$ cat config.mk
export PLATFORM = sky130hd
export DESIGN_NAME = stride_prefetcher
export DESIGN_NICKNAME = d
export VERILOG_FILES = /design/src/rtl/pf_pkg.sv /design/src/rtl/pf_stride_train.sv /design/src/rtl/pf_target_sel.sv /design/src/rtl/pf_out_slot.sv /design/src/rtl/stride_prefetcher.sv
export SDC_FILE = /design/constraint.sdc
export NUM_CORES = 1
export LEC_CHECK = 0
export CORE_MARGIN = 2
export CORE_UTILIZATION = 25
export DETAILED_ROUTE_END_ITERATION = 10
export GPL_TIMING_DRIVEN = 0
export PLACE_DENSITY_LB_ADDON = 0.25
export SYNTH_ARGS = -nofsm -noshare
export SYNTH_HDL_FRONTEND = slang
export SYNTH_SLANG_ARGS = --single-unit
$ cat constraint.sdc
create_clock -name clk -period 7.7 [get_ports clk]
set_input_delay 1.155 -clock clk [delete_from_list [all_inputs] [get_ports clk]]
set_output_delay 1.155 -clock clk [all_outputs]
set_load 0.02 [all_outputs]
$ cat src/rtl/pf_pkg.sv
package pf_pkg;
  typedef enum logic {
    PF_MODE_NEXT   = 1'b0,
    PF_MODE_STREAM = 1'b1
  } pf_mode_e;

  localparam int unsigned PF_CONF_W = 2;
endpackage

$ cat src/rtl/pf_stride_train.sv
module pf_stride_train #(
  parameter int unsigned AW      = 32,
  parameter int unsigned CONF_W  = pf_pkg::PF_CONF_W,
  parameter int unsigned CONFIRM = 2
) (
  input  logic          clk,
  input  logic          rst_n,
  input  logic          dmd_valid,
  input  logic [AW-1:0] dmd_addr,
  output logic          stride_hit,
  output logic [AW-1:0] stride
);
  localparam logic [CONF_W-1:0] CONF_MAX = {CONF_W{1'b1}};
  localparam logic [CONF_W-1:0] CONF_ONE = {{(CONF_W-1){1'b0}}, 1'b1};
  localparam logic [CONF_W:0]   CONF_THR = (CONF_W+1)'(CONFIRM);

  logic [AW-1:0]     last_q, last_d;
  logic              have_q, have_d;
  logic [AW-1:0]     cand_q, cand_d;
  logic [CONF_W-1:0] conf_q, conf_d;
  logic [AW-1:0]     delta;
  logic              match;
  logic              upd_en;

  assign delta  = dmd_addr - last_q;
  assign match  = have_q && (delta != '0) && (delta == cand_q);
  assign upd_en = dmd_valid;

  always_comb begin
    last_d = last_q;
    have_d = have_q;
    cand_d = cand_q;
    conf_d = conf_q;
    if (dmd_valid) begin
      last_d = dmd_addr;
      have_d = 1'b1;
      if (have_q) begin
        if (match) begin
          conf_d = (conf_q == CONF_MAX) ? conf_q : conf_q + CONF_ONE;
        end else if (conf_q >= 2) begin
          conf_d = conf_q - CONF_ONE;
        end else begin
          cand_d = delta;
          conf_d = CONF_ONE;
        end
      end
    end
  end

  always_ff @(posedge clk or negedge rst_n) begin
    if (!rst_n) begin
      last_q <= '0;
      have_q <= 1'b0;
      cand_q <= '0;
      conf_q <= '0;
    end else if (upd_en) begin
      last_q <= last_d;
      have_q <= have_d;
      cand_q <= cand_d;
      conf_q <= conf_d;
    end
  end

  assign stride_hit = dmd_valid && match && (({1'b0, conf_q} + 1'b1) >= CONF_THR);
  assign stride     = delta;
endmodule

$ cat src/rtl/pf_target_sel.sv
module pf_target_sel #(
  parameter int unsigned AW         = 32,
  parameter int unsigned BLK_BYTES  = 64,
  parameter int unsigned PAGE_SHIFT = 12,
  parameter int unsigned LOOKAHEAD  = 4
) (
  input  pf_pkg::pf_mode_e mode,
  input  logic             dmd_valid,
  input  logic [AW-1:0]    dmd_addr,
  input  logic             stride_hit,
  input  logic [AW-1:0]    stride,
  output logic             cand_valid,
  output logic [AW-1:0]    cand_addr
);
  localparam logic [AW-1:0] BLK_STEP = AW'(BLK_BYTES);
  localparam logic [AW-1:0] LA_MULT  = AW'(LOOKAHEAD);

  logic [AW-1:0] tgt;
  logic          want;
  logic          in_page;

  always_comb begin
    if (mode == pf_pkg::PF_MODE_STREAM) begin
      tgt  = dmd_addr + (stride * LA_MULT);
      want = stride_hit;
    end else begin
      tgt  = dmd_addr + BLK_STEP;
      want = dmd_valid;
    end
  end

  assign in_page    = (tgt[AW-1:PAGE_SHIFT] == dmd_addr[AW-1:PAGE_SHIFT]);
  assign cand_valid = want && in_page;
  assign cand_addr  = tgt;
endmodule

$ cat src/rtl/pf_out_slot.sv
module pf_out_slot #(
  parameter int unsigned AW = 32
) (
  input  logic          clk,
  input  logic          rst_n,
  input  logic          cand_valid,
  input  logic [AW-1:0] cand_addr,
  input  logic          pf_ready,
  output logic          pf_valid,
  output logic [AW-1:0] pf_addr
);
  logic          iss_v_q;
  logic [AW-1:0] iss_q;
  logic          load;
  logic          valid_d;
  logic          valid_en;

  assign load     = cand_valid && !(iss_v_q && (iss_q == cand_addr));
  assign valid_d  = load;
  assign valid_en = load || pf_ready;

  always_ff @(posedge clk or negedge rst_n) begin
    if (!rst_n) begin
      pf_valid <= 1'b0;
    end else if (valid_en) begin
      pf_valid <= valid_d;
    end
  end

  always_ff @(posedge clk or negedge rst_n) begin
    if (!rst_n) begin
      pf_addr <= '0;
      iss_q   <= '0;
      iss_v_q <= 1'b0;
    end else if (load) begin
      pf_addr <= cand_addr;
      iss_q   <= cand_addr;
      iss_v_q <= 1'b1;
    end
  end
endmodule

$ cat src/rtl/stride_prefetcher.sv
module stride_prefetcher #(
  parameter int unsigned AW         = 32,
  parameter int unsigned BLK_BYTES  = 64,
  parameter int unsigned PAGE_SHIFT = 12,
  parameter int unsigned LOOKAHEAD  = 4
) (
  input  logic          clk,
  input  logic          rst_n,
  input  logic          mode_stream,
  input  logic          dmd_valid,
  input  logic [AW-1:0] dmd_addr,
  input  logic          pf_ready,
  output logic          pf_valid,
  output logic [AW-1:0] pf_addr
);
  logic             stride_hit;
  logic [AW-1:0]    stride;
  logic             cand_valid;
  logic [AW-1:0]    cand_addr;
  pf_pkg::pf_mode_e mode;

  assign mode = mode_stream ? pf_pkg::PF_MODE_STREAM : pf_pkg::PF_MODE_NEXT;

  pf_stride_train #(.AW(AW)) u_train (
    .clk        (clk),
    .rst_n      (rst_n),
    .dmd_valid  (dmd_valid),
    .dmd_addr   (dmd_addr),
    .stride_hit (stride_hit),
    .stride     (stride)
  );

  pf_target_sel #(
    .AW(AW), .BLK_BYTES(BLK_BYTES), .PAGE_SHIFT(PAGE_SHIFT), .LOOKAHEAD(LOOKAHEAD)
  ) u_sel (
    .mode       (mode),
    .dmd_valid  (dmd_valid),
    .dmd_addr   (dmd_addr),
    .stride_hit (stride_hit),
    .stride     (stride),
    .cand_valid (cand_valid),
    .cand_addr  (cand_addr)
  );

  pf_out_slot #(.AW(AW)) u_slot (
    .clk        (clk),
    .rst_n      (rst_n),
    .cand_valid (cand_valid),
    .cand_addr  (cand_addr),
    .pf_ready   (pf_ready),
    .pf_valid   (pf_valid),
    .pf_addr    (pf_addr)
  );
endmodule

Word level (Yosys, flattened, before mapping)
Index checks and enable logic that the tools add are counted.
{ "op_classes": {"n_mux": 6, "n_reduce_logical": 12, "n_lt_le_gt_ge": 2, "n_addsub": 6, "n_bitwise": 2, "eq_ne": 5} }
{ "op_table": {"columns": ["cell", "count"], "rows": [
  ["$eq A32 B32 Y1", 2],
  ["$add A32 B32 Y32", 1],
  ["$add A32 B7 Y32 const B", 1],
  ["$mux W32", 1],
  ["$reduce_bool A32 Y1", 1],
  ["$sub A32 B32 Y32", 1],
  ["$eq A20 B20 Y1", 1],
  ["$logic_and A1 B1 Y1", 7],
  ["$mux W2", 3],
  ["$reduce_and A4 Y1", 1],
  ["$add A2 B1 Y3 const B", 1],
  ["$ge A3 B2 Y1 const B", 1],
  ["$reduce_and A3 Y1", 1],
  ["$add A2 B1 Y2 const B", 1],
  ["$eq A2 B2 Y1 const B", 1],
  ["$ge A2 B2 Y1 const B", 1],
  ["$mux W1", 2],
  ["$ne A2 B2 Y1 const B", 1],
  ["$not A1 Y1", 2],
  ["$sub A2 B1 Y2 const B", 1],
  ["$logic_not A1 Y1", 1],
  ["$logic_or A1 B1 Y1", 1]
]} }
{ "totals": {"inputBits": 37, "elab_cells": 40, "register_bits": 101} }

Depth between registers and ports, before layout
Gate-level depths: netlist of the first run.
{ "depth": {"word_depth": 10, "ltp_mapped": 25, "mapped_depth_nobuf": 23} }

Hierarchy
A second synthesis of the first run with hierarchy kept.
{ "unflattened": {"hier_cells": 1218, "area_unflattened_um2": 10463.8} }
{ "modules_own_cells": {"columns": ["mod", "area_each_um2", "instances", "seq_area_each_um2", "cells_per_inst"], "rows": [
  ["pf_stride_train", 5581.6, 1, 1676.6, 624],
  ["pf_target_sel", 3181.8, 1, 0.0, 477],
  ["pf_out_slot", 1700.4, 1, 850.8, 117]
]} }

Worst setup path after synthesis of the first run
Ideal clock, no wire load.
{ "synth_timing": {"path_type": "input port to flip-flop", "startpoint": "in dmd_addr[0]", "endpoint": "reg u_slot.pf_addr[23]", "required_ps": 7572, "setup_ps": 128, "t_arrival_ps": 6331, "path_stages": 24, "path_slack_ps": 1241, "cell_sequence": "inv_1 ha_1 inv_1 fa_1 a211oi_2 o21ai_2 a211oi_4 or2_2 xnor2_1 ha_1 clkbuf_1 a21oi_1 o211ai_1 a21boi_0 o21ai_1 a211oi_1 xor2_1 a211oi_1 o2111ai_1 or4b_1 a21o_1 a31oi_4 buf_6 mux2_1"} }
{ "synth_via": {"elab_chain_len": 9, "elab_cells_between_ends": 17} }
{ "synth_rtl": {"columns": ["element", "line", "rtl"], "rows": [
  ["start: declaration", "stride_prefetcher.sv:11", "input logic [AW-1:0] dmd_addr,"],
  ["$sub A32 B32 Y32 *", "pf_stride_train.sv:25", "assign delta = dmd_addr - last_q;"],
  ["via stride[14]", "stride_prefetcher.sv:17", "logic [AW-1:0] stride;"],
  ["branches (longest 8 deep; another with $add A32 B32 Y32)", null, null],
  ["end signal: assignment", "pf_out_slot.sv:36", "pf_addr <= cand_addr;"],
  ["end: declaration", "pf_out_slot.sv:10", "output logic [AW-1:0] pf_addr"]
]} }
Mark *: on every way through the listed nets, which the timed path passes.
A chain may end at the register's enable or synchronous reset.

Worst setup path after layout of the first run
{ "layout_timing": {"startpoint": "in dmd_addr[10]", "endpoint": "reg u_slot.pf_addr[5]"} }
{ "layout_via": {"elab_chain_len": 9, "elab_cells_between_ends": 17} }
{ "layout_rtl": {"columns": ["element", "line", "rtl"], "rows": [
  ["$sub A32 B32 Y32 *", "pf_stride_train.sv:25", null],
  ["via stride[17]", "stride_prefetcher.sv:17", null],
  ["branches (longest 7 deep; another with $add A32 B32 Y32)", null, null],
  ["$logic_and A1 B1 Y1 *", "pf_out_slot.sv:18", "assign load = cand_valid && !(iss_v_q && (iss_q == cand_addr));"]
]} }
Marked as above.

==> impl_metrics.py, run 1 <==
metrics = {
    "outcome": {
        "status": "finished, final reports clean",
    },
    "setup_path": {
        "path_buf_inv": 3,
        "required_ns": 7.96,
        "r2r-start": "u_train.last_q[0]$_DFFE_PN0P_",
        "crit_slowest_cell": "nor3_1",
        "critical_path.max_stage_delay_ns": 0.89,
        "critPathTopFamily": "simple AND/OR/NAND/NOR gates",
        "path_cells": "clkdlybuf4s50_1 -> ha_1 -> clkbuf_1 -> a21oi_1 -> o21ai_1 -> o311a_1 -> nor3_1 -> ha_1 -> nand4_1 -> nor4_1 -> a211oi_1 -> o21ai_0 -> xnor3_1 -> a41oi_1 -> or4b_1 -> a21o_1 -> a31oi_4 -> buf_6 -> mux2_1",
        "cp_common_cell": "ha_1",
        "crit_path_end_kind": "flip-flop",
        "critPathKind": "in2reg",
        "critical_path_arrival_ns": 7.76,
        "cp-start-kind": "primary input",
        "crit_path_max_fanout": 10,
        "startpoint": "dmd_addr[10]",
    },
    "synthesis": {
        "synth_cell_type_count": 86,
        "synth_warnings": 0,
        "synth-edff-count": 0,
        "synth_top_cell_by_area": "dfrtp_1",
        "syn_nets": 1441,
        "avgSynthCellArea_um2": 8.106,
        "synth_top_cell_area_share": 0.2339,
        "synth_area_mm2": 0.01081,
        "synthFlopType": "dfrtp_1",
        "seq_area_frac_synth": 0.2339,
        "ys_ff_latch": 101,
        "yosys-top-cells-area": "dfrtp_1 (23%), ha_1 (8.0%), xnor2_1 (7.1%), xor2_1 (4.8%), a21oi_1 (4.6%)",
        "async_flop_share": 1.000,
        "syn-instance-count": 1333,
    },
    "power_and_ir_drop": {
        "ir_drop_v": 0.0001204,
        "power_mw": 3.554,
        "p_leak_nw": 5.190,
        "powerDensity_mw_per_mm2": 278.3,
    },
    "layout": {
        "nets": 1525,
        "final_layout_size_suffix_gt1_frac": 0.1006,
        "area_delta_synth_final_pct": 18.21,
        "fin_util": 0.2978,
        "antenna_cells": 0,
        "finalNonFillerCells": 2007,
        "nFillCells": 4625,
    },
    "global_routing": {
        "antenna_found_initial": 0,
        "grt_pass1_vias": 9952,
        "grt_pass1_wl_mm": 59.44,
        "grt_usage": 0.1741,
        "grt_remaining_overflow": 0,
        "grt_max_degree": 56,
    },
    "timing": {
        "hold_viol_final": 0,
        "fin_skew_ns": 0.009754,
        "tns_ns": 0,
        "fin_crit_sh": 0.9740,
        "slew_viol_final": 0,
        "fin_hold_ws_ns": 0.4854,
        "finalSetupViolCount": 0,
        "min_period_ns": 7.499,
        "worst_pin_slew_ns": 1.102,
        "maxSlewHeadroom": 0.2598,
        "fmax_mhz": 133.3,
    },
    "place": {
        "dp_cells": 1988,
        "dp_hpwl_mm": 31.54,
        "gp_congestion": 0.9487,
        "numPortBuffers": 69,
    },
    "floorplan": {
        "start_util": 0.2520,
        "io_pins": 70,
        "coreArea_mm2": 0.04289,
        "die_w_um": 211.9,
        "die_area_mm2": 0.04490,
        "die_h_um": 211.9,
        "rows": 76,
    },
    "clocking": {
        "numCtsBuffers": 9,
        "clockBufferDepth": 2,
        "cts_tree": "yes",
        "clk_pin_slew_worst_paths_ns": 0.07,
        "cts_num_sinks": 101,
        "h-tree-depth": 3,
        "clk_latency_ns": 0.38,
        "cts_hold_buf": 0,
        "root_buffer": "clkbuf_16",
    },
    "route": {
        "wl_per_cell_um": 19.24,
        "avgViaCountPerCell": 5.088,
        "vias": 10210,
        "drc": 0,
        "dr.first_iter.drc_count": 747,
        "routed_wl_mm": 38.61,
        "first_pass_iters": 5,
        "antenna_left": 0,
    },
    "min_path": {
        "holdCritStartpoint": "u_slot.pf_valid$_DFFE_PN0P_",
        "holdCritPathClass": "reg2reg",
    },
    "job": {
        "max-cap-violations": 0,
    },
}
[sequential cells by signal (all words and copies together) (netlist names)]
| name | flops |
|---|---|
| u_slot.iss_v_q | 1 |
| u_slot.pf_addr | 32 |
| u_slot.pf_valid | 1 |
| u_train.cand_q | 32 |
| u_train.conf_q | 2 |
| u_train.have_q | 1 |
| u_train.last_q | 32 |
[repair_timing]
action | 4_1_cts | 5_1_grt
endpoints found under the setup margin | 31 | 32
setup buffers | 1 | 4
resized for setup | 6 | 44
pin swaps | 1 | 5
[synthesized netlist by cell type, drive strengths merged (4+ instances only)]
| cell | count |
|---|---|
| clkbuf | 40 |
| xnor3 | 8 |
| a211oi | 24 |
| dfrtp | 101 |
| or3 | 9 |
| nor2 | 97 |
| mux2i | 17 |
| and3 | 12 |
| xnor2 | 87 |
| o21bai | 5 |
| a31oi | 19 |
| nand2 | 124 |
| nand4 | 28 |
| mux2 | 61 |
| inv | 76 |
| nor2b | 6 |
| o221ai | 6 |
| o211ai | 10 |
| o311ai | 4 |
| buf | 25 |
| nor4 | 17 |
| o211a | 5 |
| o31ai | 4 |
| a21oi | 102 |
| o22ai | 4 |
| a211o | 5 |
| nor3 | 36 |
| o21ai | 110 |
| and2 | 8 |
| ha | 69 |
| a21boi | 4 |
| nand2b | 13 |
| o2111ai | 7 |
| nor3b | 4 |
| or2 | 7 |
| o21a | 15 |
| a21o | 17 |
| nand3 | 29 |
| xor2 | 59 |
[kinds of logic after synthesis]
family,after synthesis,synth area share
adders and majority gates,71,0.08360
muxes,78,0.07932
DFF,101,0.2339
xor gates and xnor gates,155,0.1372
AOI/OAI and AO/OA,379,0.2286
and+or+nand+nor,408,0.1846
buffers and inverters,141,0.05280
[per-stage QoR]
| step | setup WS [ns] | cell area, µm² |
|---|---|---|
| floorplan | 1.241 | 10810 |
| global placement | -0.7368 | 12230 |
| detailed placement | -0.7678 | 12250 |
| CTS | 0.00004530 | 12570 |
| global route | -0.01560 | 12770 |
| finish | 0.2005 | 12770 |
[cells in the final DEF, fill, tap and decap left out, types with 6 or more instances in the layout]
cell             synthesis  layout
nand2_1                124     124
dfrtp_1                101     101
nor2_1                  97      95
o21ai_0                 99      95
a21oi_1                100      92
xnor2_1                 87      82
inv_1                   76      76
ha_1                    69      69
clkdlybuf4s50_1          0      66
xor2_1                  59      57
mux2_2                  42      42
clkbuf_1                40      36
nor3_1                  35      35
nand3_1                 29      29
nand4_1                 28      28
a211oi_1                21      19
mux2_1                  19      19
buf_2                   18      18
a31oi_1                 18      18
a21o_1                  17      17
mux2i_1                 17      17
o21a_1                  15      14
nand2b_1                13      13
and3_1                  12      12
nor4_1                  13      12
a21oi_2                  2      10
o211ai_1                10      10
o21ai_1                 10      10
or3_1                    9       9
clkbuf_16                0       9
and2_1                   8       8
xnor3_1                  8       8
or2_2                    7       7
o2111ai_1                7       7
buf_4                    1       7
nor2b_1                  6       6
[power by group]
group	switching (mW)	total, mW	internal [mW]
clock	0.248	0.479	0.231
combinational	1.30	2.23	0.937
sequential	0.148	0.843	0.694
[worst paths after layout]
kind	end	cells past startpoint	slack, ns
min in group asynchronous	u_train.last_q[10]$_DFFE_PN0P_	1	0.79
worst min register to register	u_slot.pf_valid$_DFFE_PN0P_	1	0.49
max in group asynchronous	u_slot.pf_addr[27]$_DFFE_PN0P_	2	6.18
worst max register to register	u_slot.pf_addr[5]$_DFFE_PN0P_	23	1.26
worst min-delay path	u_slot.pf_valid$_DFFE_PN0P_	1	0.49
worst max-delay path	u_slot.pf_addr[5]$_DFFE_PN0P_	19	0.20
[worst reg2reg max path: stages (launching register included)]
cell,delay [ns]
dfrtp_1,0.36
ha_1,0.17
inv_1,0.05
fa_1,0.44
a211oi_4,0.37
o21ai_4,0.18
a211oi_4,0.39
buf_4,0.22
xnor2_1,0.13
ha_1,0.31
buf_2,0.23
nand4_1,0.24
a211oi_1,0.31
a22o_1,0.22
nor4_1,0.07
a31o_1,0.21
or3b_1,0.40
nor4_2,0.30
o2111ai_1,0.14
or4b_1,0.53
a21o_1,0.26
a31oi_4,0.24
buf_6,0.21
mux2_1,0.34
[cell type report]
class                      count  area [µm²]  area share
buffer                        63       280.3     0.02194
clock buffer                  10       239.0     0.01871
clock inverter                 6       45.04    0.003526
inverter                      76       285.3     0.02233
multi-input combinational   1091        7906      0.6190
sequential                   101        2527      0.1979
tap                          585       732.0     0.05730
timing repair buffer          75       758.2     0.05936
[routing by layer]
metal | wire length [µm] | track usage | vias to the layer above
li1 | - | - | 4996
met4 | 1415 | 0.07115 | 0
met5 | 0 | 0 | -
met2 | 18280 | 0.2922 | 224
met1 | 17700 | 0.2260 | 4931
met3 | 1214 | 0.02151 | 61
(Power assumes the default switching activity.)
==> inputs of run 2 (changes only) <==
CORE_MARGIN = 4   (was 2)
==> run 2 against run 1 <==
Against the previous run:
- die area is 3.8% higher
- sequential cell count stayed put
- wire length is 1.1% higher
- clock skew hardly changed
- sequential share of layout area is 0.081 points lower
- first-iteration DRC count is 14% lower
- power hardly changed
- register-to-register slack worse by 0.07 ns
- maximum frequency is 0.30% lower
- clock power is 3% lower
- global-route usage is 1.0 points lower
==> impl_metrics.py, run 2 (synthesized netlist as in run 1, its figures left out) <==
metrics = {
    "min_path": {
        "holdCritPathClass": "reg2reg",
    },
    "global_routing": {
        "grt_pass1_vias": 10090,
        "antenna_found_initial": 0,
        "grt_remaining_overflow": 0,
        "grt_usage": 0.1637,
        "grt_pass1_wl_mm": 60.02,
        "grt_max_degree": 39,
    },
    "setup_path": {
        "cp-start-kind": "primary input",
        "crit_path_max_fanout": 10,
        "critical_path_arrival_ns": 7.78,
        "required_ns": 7.96,
        "critPathKind": "in2reg",
        "crit_path_end_kind": "flip-flop",
    },
    "route": {
        "first_pass_iters": 5,
        "routed_wl_mm": 39.04,
        "wl_per_cell_um": 19.53,
        "wl_met2_mm": 18.82,
        "met1_length_mm": 18.01,
        "drc": 0,
        "dr.first_iter.drc_count": 640,
        "highest_layer": "met4",
        "antenna_left": 0,
        "avgViaCountPerCell": 5.144,
        "vias": 10280,
        "dr_wl_met3_mm": 1.223,
    },
    "timing": {
        "hold_viol_final": 0,
        "slew_viol_final": 0,
        "rsz0062_at_grt": "no",
        "fmax_mhz": 132.9,
        "fin_skew_ns": 0.009479,
        "fin_crit_sh": 0.9769,
        "maxSlewHeadroom": 0.2074,
        "worst_pin_slew_ns": 1.159,
        "min_period_ns": 7.522,
        "finalSetupViolCount": 0,
    },
    "clocking": {
        "cts_tree": "yes",
        "cts_hold_buf": 0,
        "cts_num_sinks": 101,
        "root_buffer": "clkbuf_16",
        "clk_pin_slew_worst_paths_ns": 0.07,
        "clk_latency_ns": 0.37,
        "clockBufferDepth": 2,
        "numCtsBuffers": 9,
        "h-tree-depth": 3,
    },
    "layout": {
        "most-common-layout-cells": "nand2_1 (124), dfrtp_1 (101), nor2_1 (95)",
        "layout_commonest_cell": "nand2_1",
        "seq_area_mm2": 0.002527,
        "nets": 1525,
        "fin_util": 0.3031,
        "final_layout_size_suffix_gt1_frac": 0.1069,
        "multi_input_area_mm2": 0.007960,
        "area_delta_synth_final_pct": 18.70,
        "nFillCells": 4556,
        "stdcell_area_mm2": 0.01283,
        "reg_top3": "u_slot.pf_addr: 32 flops, u_train.cand_q: 32 flops, u_train.last_q: 32 flops",
        "antenna_cells": 0,
    },
    "outcome": {
        "status": "finished, final reports clean",
    },
    "floorplan": {
        "io_pins": 70,
        "die_area_mm2": 0.04661,
        "die_h_um": 215.9,
        "coreArea_mm2": 0.04232,
        "rows": 75,
        "die_w_um": 215.9,
        "start_util": 0.2553,
    },
    "power_and_ir_drop": {
        "ir_drop_v": 0.0001129,
        "p_leak_nw": 5.229,
        "powerDensity_mw_per_mm2": 277.3,
    },
    "place": {
        "place_area_mm2": 0.01226,
        "gp_congestion": 0.9359,
        "dp_hpwl_mm": 31.73,
        "numPortBuffers": 69,
    },
    "job": {
        "max-cap-violations": 0,
    },
}
[run 2: changes by cell type in the layout (fill, tap and decap cells not counted), sizes merged]
cell           change
clkinvlp           -1
clkbuf             -2
buf                +2
clkinv             +1
dlymetal6s2s       +2
clkdlybuf4s50      -2
[run 2: worst max-delay path: stages]
cell	delay (ns)
clkdlybuf4s50_1	0.48
inv_1	0.09
ha_1	0.17
inv_1	0.05
fa_1	0.45
a211oi_4	0.36
o21ai_4	0.18
a211oi_4	0.39
buf_4	0.22
xnor2_1	0.14
ha_1	0.31
buf_2	0.23
nand4_1	0.26
a211oi_1	0.33
a22o_1	0.23
nor4_1	0.07
a31o_1	0.21
or3b_1	0.39
nor4_2	0.31
o2111ai_1	0.17
or4b_1	0.54
a21o_1	0.26
a31oi_4	0.23
buf_6	0.21
mux2_1	0.33
[run 2: area by class of cell]
type,instances,area share
Timing Repair Buffer,77,0.06107
Clock buffer,10,0.01785
Buffer,61,0.02127
Sequential cell,101,0.1971
Clock inverter,6,0.003609
Inverter,76,0.02224
Multi-Input combinational cell,1091,0.6206
Tap cell,577,0.05629
[run 2: final timing paths]
check | from | to | slack, ns | cells past startpoint
setup / recovery | dmd_addr[0] | u_slot.pf_addr[1]$_DFFE_PN0P_ | 0.18 | 25
hold / removal | u_slot.pf_valid$_DFFE_PN0P_ | u_slot.pf_valid$_DFFE_PN0P_ | 0.49 | 1
setup reg to reg | u_train.last_q[0]$_DFFE_PN0P_ | u_slot.pf_addr[1]$_DFFE_PN0P_ | 1.19 | 23
hold reg to reg | u_slot.pf_valid$_DFFE_PN0P_ | u_slot.pf_valid$_DFFE_PN0P_ | 0.49 | 1
max in group asynchronous | rst_n | u_slot.iss_v_q$_DFFE_PN0P_ | 6.16 | 3
min in group asynchronous | rst_n | u_train.cand_q[5]$_DFFE_PN0P_ | 0.71 | 1
[run 2: layer usage]
metal,track usage,up-vias
li1,-,4995
met1,0.2162,5014
met2,0.2813,218
met3,0.01730,55
met4,0.05163,0
met5,0,-
[run 2: report_power, final]
group | leakage, nW | total (mW) | internal [mW] | switching (mW)
clock | 0.129 | 0.465 | 0.223 | 0.242
sequential | 1.22 | 0.841 | 0.695 | 0.147
combinational | 3.88 | 2.25 | 0.949 | 1.30
[run 2: metrics by stage]
step	TNS, ns	total power [mW]	cells	hold WS, ns	setup WS (ns)
floorplan	0	2.331	1333	0.4355	1.241
global placement	-22.42	2.986	1979	0.4656	-0.7677
detailed placement	-24.68	3.007	1981	0.4720	-0.8307
CTS	0	3.513	2000	0.4894	0.02479
global route	0	3.827	1999	0.5135	0.001282
finish	0	3.556	1999	0.4867	0.1782
[run 2: timing repair]
item                       4_1_cts  5_1_grt
pin swaps                        3        4
gates resized for setup         10       50
setup endpoints to repair       31       31
setup buffers                    3        3
